==> src/rtl/msc_irq_pkg.sv <==
package msc_irq_pkg;

  // Word select of the four mapped registers (paddr[3:2])
  typedef enum logic [1:0] {
    SEL_STAT = 2'd0,
    SEL_EN   = 2'd1,
    SEL_CLR  = 2'd2,
    SEL_NS   = 2'd3
  } reg_sel_e;

  localparam logic [3:0] OFF_STAT = 4'h0;
  localparam logic [3:0] OFF_EN   = 4'h4;
  localparam logic [3:0] OFF_CLR  = 4'h8;
  localparam logic [3:0] OFF_NS   = 4'hC;

  typedef struct packed {
    logic     hit;
    reg_sel_e sel;
  } reg_dec_t;

endpackage

==> src/rtl/msc_irq_regdec.sv <==
module msc_irq_regdec
  import msc_irq_pkg::*;
#(
  parameter int ADDR_W = 12
) (
  input  logic              psel,
  input  logic              penable,
  input  logic              pwrite,
  input  logic [ADDR_W-1:0] paddr,
  output reg_dec_t          dec,
  output logic              wr_en
);

  logic upper_zero;

  // Only word-aligned addresses below 0x10 are mapped
  generate
    if (ADDR_W > 4) begin : g_upper
      assign upper_zero = (paddr[ADDR_W-1:4] == '0);
    end else begin : g_noupper
      assign upper_zero = 1'b1;
    end
  endgenerate

  always_comb begin
    dec.hit = upper_zero && (paddr[1:0] == 2'b00);
    dec.sel = reg_sel_e'(paddr[3:2]);
  end

  assign wr_en = psel && penable && pwrite && dec.hit;

endmodule

==> src/rtl/msc_irq_ctrl_regs.sv <==
module msc_irq_ctrl_regs
  import msc_irq_pkg::*;
#(
  parameter int NUM_CH = 16,
  parameter int DATA_W = 32
) (
  input  logic              clk,
  input  logic              rst_n,
  input  logic              wr_en,
  input  reg_sel_e          sel,
  input  logic [DATA_W-1:0] wdata,
  output logic [NUM_CH-1:0] en_q,
  output logic [NUM_CH-1:0] ns_q,
  output logic [NUM_CH-1:0] clr_q
);

  logic [NUM_CH-1:0] wbits;
  logic              wr_en_reg;
  logic              wr_ns_reg;
  logic              wr_clr_reg;

  assign wbits      = wdata[NUM_CH-1:0];
  assign wr_en_reg  = wr_en && (sel == SEL_EN);
  assign wr_ns_reg  = wr_en && (sel == SEL_NS);
  assign wr_clr_reg = wr_en && (sel == SEL_CLR);

  generate
    if (DATA_W > NUM_CH) begin : g_hi
      logic unused_hi;
      assign unused_hi = ^wdata[DATA_W-1:NUM_CH];
    end
  endgenerate

  always_ff @(posedge clk or negedge rst_n) begin
    if (!rst_n) begin
      en_q <= '0;
      ns_q <= '0;
    end else begin
      if (wr_en_reg) en_q <= wbits;
      if (wr_ns_reg) ns_q <= wbits;
    end
  end

  // One pulse flop per channel: high for the single cycle after a 1 is written
  generate
    for (genvar ch = 0; ch < NUM_CH; ch++) begin : g_clr
      always_ff @(posedge clk or negedge rst_n) begin
        if (!rst_n) clr_q[ch] <= 1'b0;
        else        clr_q[ch] <= wr_clr_reg && wbits[ch];
      end
    end
  endgenerate

endmodule

==> src/rtl/msc_irq_combine.sv <==
module msc_irq_combine
  import msc_irq_pkg::*;
#(
  parameter int NUM_CH = 16,
  parameter int DATA_W = 32
) (
  input  logic              psel,
  input  reg_dec_t          dec,
  input  logic [NUM_CH-1:0] status,
  input  logic [NUM_CH-1:0] en_q,
  input  logic [NUM_CH-1:0] ns_q,
  output logic              irq,
  output logic [DATA_W-1:0] rdata
);

  logic [NUM_CH-1:0] word;

  assign irq = |(status & en_q);

  always_comb begin
    word = '0;
    if (psel && dec.hit) begin
      unique case (dec.sel)
        SEL_STAT: word = status;
        SEL_EN:   word = en_q;
        SEL_CLR:  word = '0;
        SEL_NS:   word = ns_q;
      endcase
    end
  end

  generate
    if (DATA_W > NUM_CH) begin : g_pad
      assign rdata = {{(DATA_W-NUM_CH){1'b0}}, word};
    end else begin : g_nopad
      assign rdata = word;
    end
  endgenerate

endmodule

==> src/rtl/msc_irq_agg.sv <==
module msc_irq_agg
  import msc_irq_pkg::*;
#(
  parameter int NUM_CH = 16,
  parameter int ADDR_W = 12,
  parameter int DATA_W = 32
) (
  input  logic              clk,
  input  logic              rst_n,
  input  logic              psel,
  input  logic              penable,
  input  logic              pwrite,
  input  logic [ADDR_W-1:0] paddr,
  input  logic [DATA_W-1:0] pwdata,
  output logic [DATA_W-1:0] prdata,
  input  logic [NUM_CH-1:0] status_i,
  output logic              irq_o,
  output logic [NUM_CH-1:0] clear_o,
  output logic [NUM_CH-1:0] ns_o
);

  reg_dec_t          dec;
  logic              wr_en;
  logic [NUM_CH-1:0] en_q;
  logic [NUM_CH-1:0] ns_q;
  logic [NUM_CH-1:0] clr_q;

  msc_irq_regdec #(.ADDR_W(ADDR_W)) u_dec (
    .psel    (psel),
    .penable (penable),
    .pwrite  (pwrite),
    .paddr   (paddr),
    .dec     (dec),
    .wr_en   (wr_en)
  );

  msc_irq_ctrl_regs #(.NUM_CH(NUM_CH), .DATA_W(DATA_W)) u_regs (
    .clk   (clk),
    .rst_n (rst_n),
    .wr_en (wr_en),
    .sel   (dec.sel),
    .wdata (pwdata),
    .en_q  (en_q),
    .ns_q  (ns_q),
    .clr_q (clr_q)
  );

  msc_irq_combine #(.NUM_CH(NUM_CH), .DATA_W(DATA_W)) u_comb (
    .psel   (psel),
    .dec    (dec),
    .status (status_i),
    .en_q   (en_q),
    .ns_q   (ns_q),
    .irq    (irq_o),
    .rdata  (prdata)
  );

  assign clear_o = clr_q;
  assign ns_o    = ns_q;

endmodule

==> config.mk <==
export PLATFORM = sky130hd
export DESIGN_NAME = msc_irq_agg
export DESIGN_NICKNAME = d
export VERILOG_FILES = /design/src/rtl/msc_irq_pkg.sv /design/src/rtl/msc_irq_regdec.sv /design/src/rtl/msc_irq_ctrl_regs.sv /design/src/rtl/msc_irq_combine.sv /design/src/rtl/msc_irq_agg.sv
export SDC_FILE = /design/constraint.sdc
export NUM_CORES = 1
export LEC_CHECK = 0
export BUFFER_PORTS_ARGS = -buffer_cell sky130_fd_sc_hd__buf_2
export CAP_MARGIN = 20
export CORE_MARGIN = 4
export CORE_UTILIZATION = 45
export DETAILED_ROUTE_END_ITERATION = 7
export HOLD_SLACK_MARGIN = 0.12
export PLACE_DENSITY = 0.8
export SLEW_MARGIN = 40
export SYNTH_ARGS = -nofsm -noshare
export SYNTH_HDL_FRONTEND = slang
export SYNTH_SLANG_ARGS = --single-unit
==> constraint.sdc <==
create_clock -name clk -period 3.6 [get_ports clk]
set_input_delay 0.9 -clock clk [delete_from_list [all_inputs] [get_ports clk]]
set_output_delay 0.9 -clock clk [all_outputs]
set_load 0.01 [all_outputs]
==> run_results.csv <==
group,metric,value,unit
run,cap_violations,0,
drt,wl_per_cell,17.35,um
placed_design,routabilityCongestion,0.7718,
grt,overflow,0,
clock_network,clkLatencyLatePin,290,ps
synthesis,syn_area,0.002470,sq mm
timing,final.setup.worst_slack,231.1,ps
drt,firstDrtPassIters,4,
timing,finalCritPeriodShare,0.9358,
drt,drt_iter0_drc,109,
pwr,leakagePower,1.688,nW
cells_and_area,drive_above_1_share,0.5646,
synthesis,yosysWarnings,0,
drt,routed_wl,6.317,mm
grt,first_global_vias,1943,
worst_setup_path,cp_data_arrival_time,2470,ps
min_path,hp-class,"flop to flop",
worst_setup_path,crit_fanout,8,
drt,ant_nets,0,
timing,max_freq,296.8,MHz
worst_setup_path,start_kind,"primary input",
pwr,peakVddDrop,0.1462,mV
floorplan,die_w,82.09,um
clock_network,cts_tree,"built",
drt,drc,0,
clock_network,cts_buffers,5,
worst_setup_path,cp-end-kind,"output port",
timing,finalHoldViolCount,0,
grt,grt_max_degree,49,
synthesis,yosysSeqAreaShare,0.4863,
placed_design,dp_slack,228.3,ps
timing,slew_viol_final,0,
timing,post-route-min-period,3369,ps
floorplan,fp-row-count,26,
grt,antenna_found_initial,0,
synthesis,ys_types,19,
clock_network,h-tree-depth,2,
pwr,cellPowerDensity,309.0,mW/mm^2
placed_design,io_buffers,97,
cells_and_area,diodes,0,
pwr,switchingPower,0.2290,mW
cells_and_area,final_nets,358,
worst_setup_path,worst_ep_required_time,2700,ps
floorplan,die_area,0.006738,sq mm
clock_network,cts_sinks,48,
cells_and_area,layout_commonest_cell,"buf_2",
cells_and_area,area_growth,25.13,%
timing,rsz0062_at_grt,"no",
clock_network,cts_setup_buffers,0,
synthesis,synthCells,191,
drt,vias_per_cell,5.135,
floorplan,start_util,0.4745,
timing,final-setup-viol-count,0,
pwr,p_comb_frac,0.085,
pwr,clkPwrFrac,0.350,
timing,setup_tns,0,ps
clock_network,cts.hold.buffers_added,0,
status,outcome,"complete, no violations",
worst_setup_path,path_class,"primary input to output port",
timing,worst_slew_pin_slew,616.9,ps
floorplan,die_y,82.09,um
grt,grt_pass1_wl,9.742,mm
synthesis,synth.avg_cell_area,12.93,sq um
pwr,seqPwrFrac,0.565,
clock_network,cts_buffer_depth,2,
synthesis,synth_seq_cells,48,
grt,gr-usage-all-layers,0.1945,
floorplan,core-area,0.005205,sq mm
clock_network,cts_resized,0,
clock_network,clkSlewWorstSetupHoldPaths,90,ps
timing,maxSlewHeadroom,0.5887,
cells_and_area,most-common-layout-cells,"buf_2 (96), dfrtp_1 (48), mux2_2 (28)",
pwr,p_int,0.7260,mW
pwr,switching_share,0.2398,
floorplan,io_pins,130,
placed_design,hpwl,4.739,mm
timing,clock_skew,0,ps
cells_and_area,stdcell_area,0.003090,sq mm
timing,holdWs,542.8,ps
placed_design,place_area,0.002997,sq mm
clock_network,root_buffer,"clkbuf_8",
drt,vias,1869,
## layer usage
layer | share of wire | track usage | up-vias
met5 | 0 | 0 | -
met4 | 0.012 | 0.04983 | 0
met3 | 0.11 | 0.05482 | 7
met2 | 0.47 | 0.3110 | 102
met1 | 0.41 | 0.2594 | 901
li1 | - | - | 859
## cell usage after synthesis
library cell   n  area [sq um]
conb_1         1         3.750
buf_6          2         22.52
dfrtp_1       48          1201
buf_4         16         120.1
nand4b_1       2         17.52
a22oi_1       16         120.1
nor4_4         2         42.54
clkbuf_1       8         30.03
nor4_2         1         12.51
a221oi_1       4         35.03
nand4_1        2         12.51
or4_4          1         11.26
and2_1        16         100.1
a22o_1         4         35.03
or3_1          2         12.51
nor2_1        17         63.81
mux2_2        28         315.3
mux2_4        20         300.3
or4b_4         1         13.76
## power groups by stage
stage	combinational [mW]	clock (mW)	sequential [mW]
2_1_floorplan	0.0425	0	0.550
3_3_place_gp	0.0800	0	0.550
3_5_place_dp	0.0812	0	0.550
4_1_cts	0.0815	0.351	0.539
5_1_grt	0.0906	0.367	0.540
6_report	0.0812	0.334	0.539
## critical path, stage by stage
cell	delay (ps)
buf_2	100
or4_4	580
or3_1	420
buf_4	190
nor2_1	130
buf_2	150
## sequential cells by signal, summed over array words and instances, names as in the netlist
signal,cells
u_regs.ns_q,16
u_regs.clr_q,16
u_regs.en_q,16
## kinds of logic (layout without fill, tap and decap cells)
| group | Yosys count | after routing | synth area share |
|---|---|---|---|
| buffers and inverters | 26 | 114 | 0.06991 |
| flip-flops | 48 | 48 | 0.4863 |
| AND/OR/NAND/NOR | 44 | 44 | 0.1160 |
| AO/OA/AOI/OAI | 24 | 24 | 0.07700 |
| multiplexers | 48 | 48 | 0.2492 |
| other | 1 | 16 | 0.001518 |
## stage by stage
stage                     utilization  power (mW)  std cells
final                          0.5938      0.9550        364
after detailed placement       0.5757      0.6314        356
after CTS                      0.5938      0.9723        364
after global routing           0.5938      0.9967        364
after global placement         0.5752      0.6301        356
after floorplan                     -      0.5928        206
## worst paths after layout
check	endpoint	depth (start not counted)	slack [ps]	start
max	prdata[8]	6	230	paddr[5]
min	u_regs.ns_q[1]	1	540	u_regs.ns_q[1]
min in group asynchronous	u_regs.clr_q[5]	1	600	rst_n
max reg2reg	u_regs.en_q[0]	1	2800	u_regs.en_q[0]
min reg2reg	u_regs.ns_q[1]	1	540	u_regs.ns_q[1]
max in group asynchronous	u_regs.clr_q[12]	1	2570	rst_n
## area by class of cell
type                       count  area [sq um]
fill                         464          2115
sequential                    48          1201
multi-input combinational    132          1152
timing repair buffer         106         555.5
tap                           70         87.58
clock buffer                   7         86.33
clock inverter                 1         7.507
(Power assumes the default switching activity.)
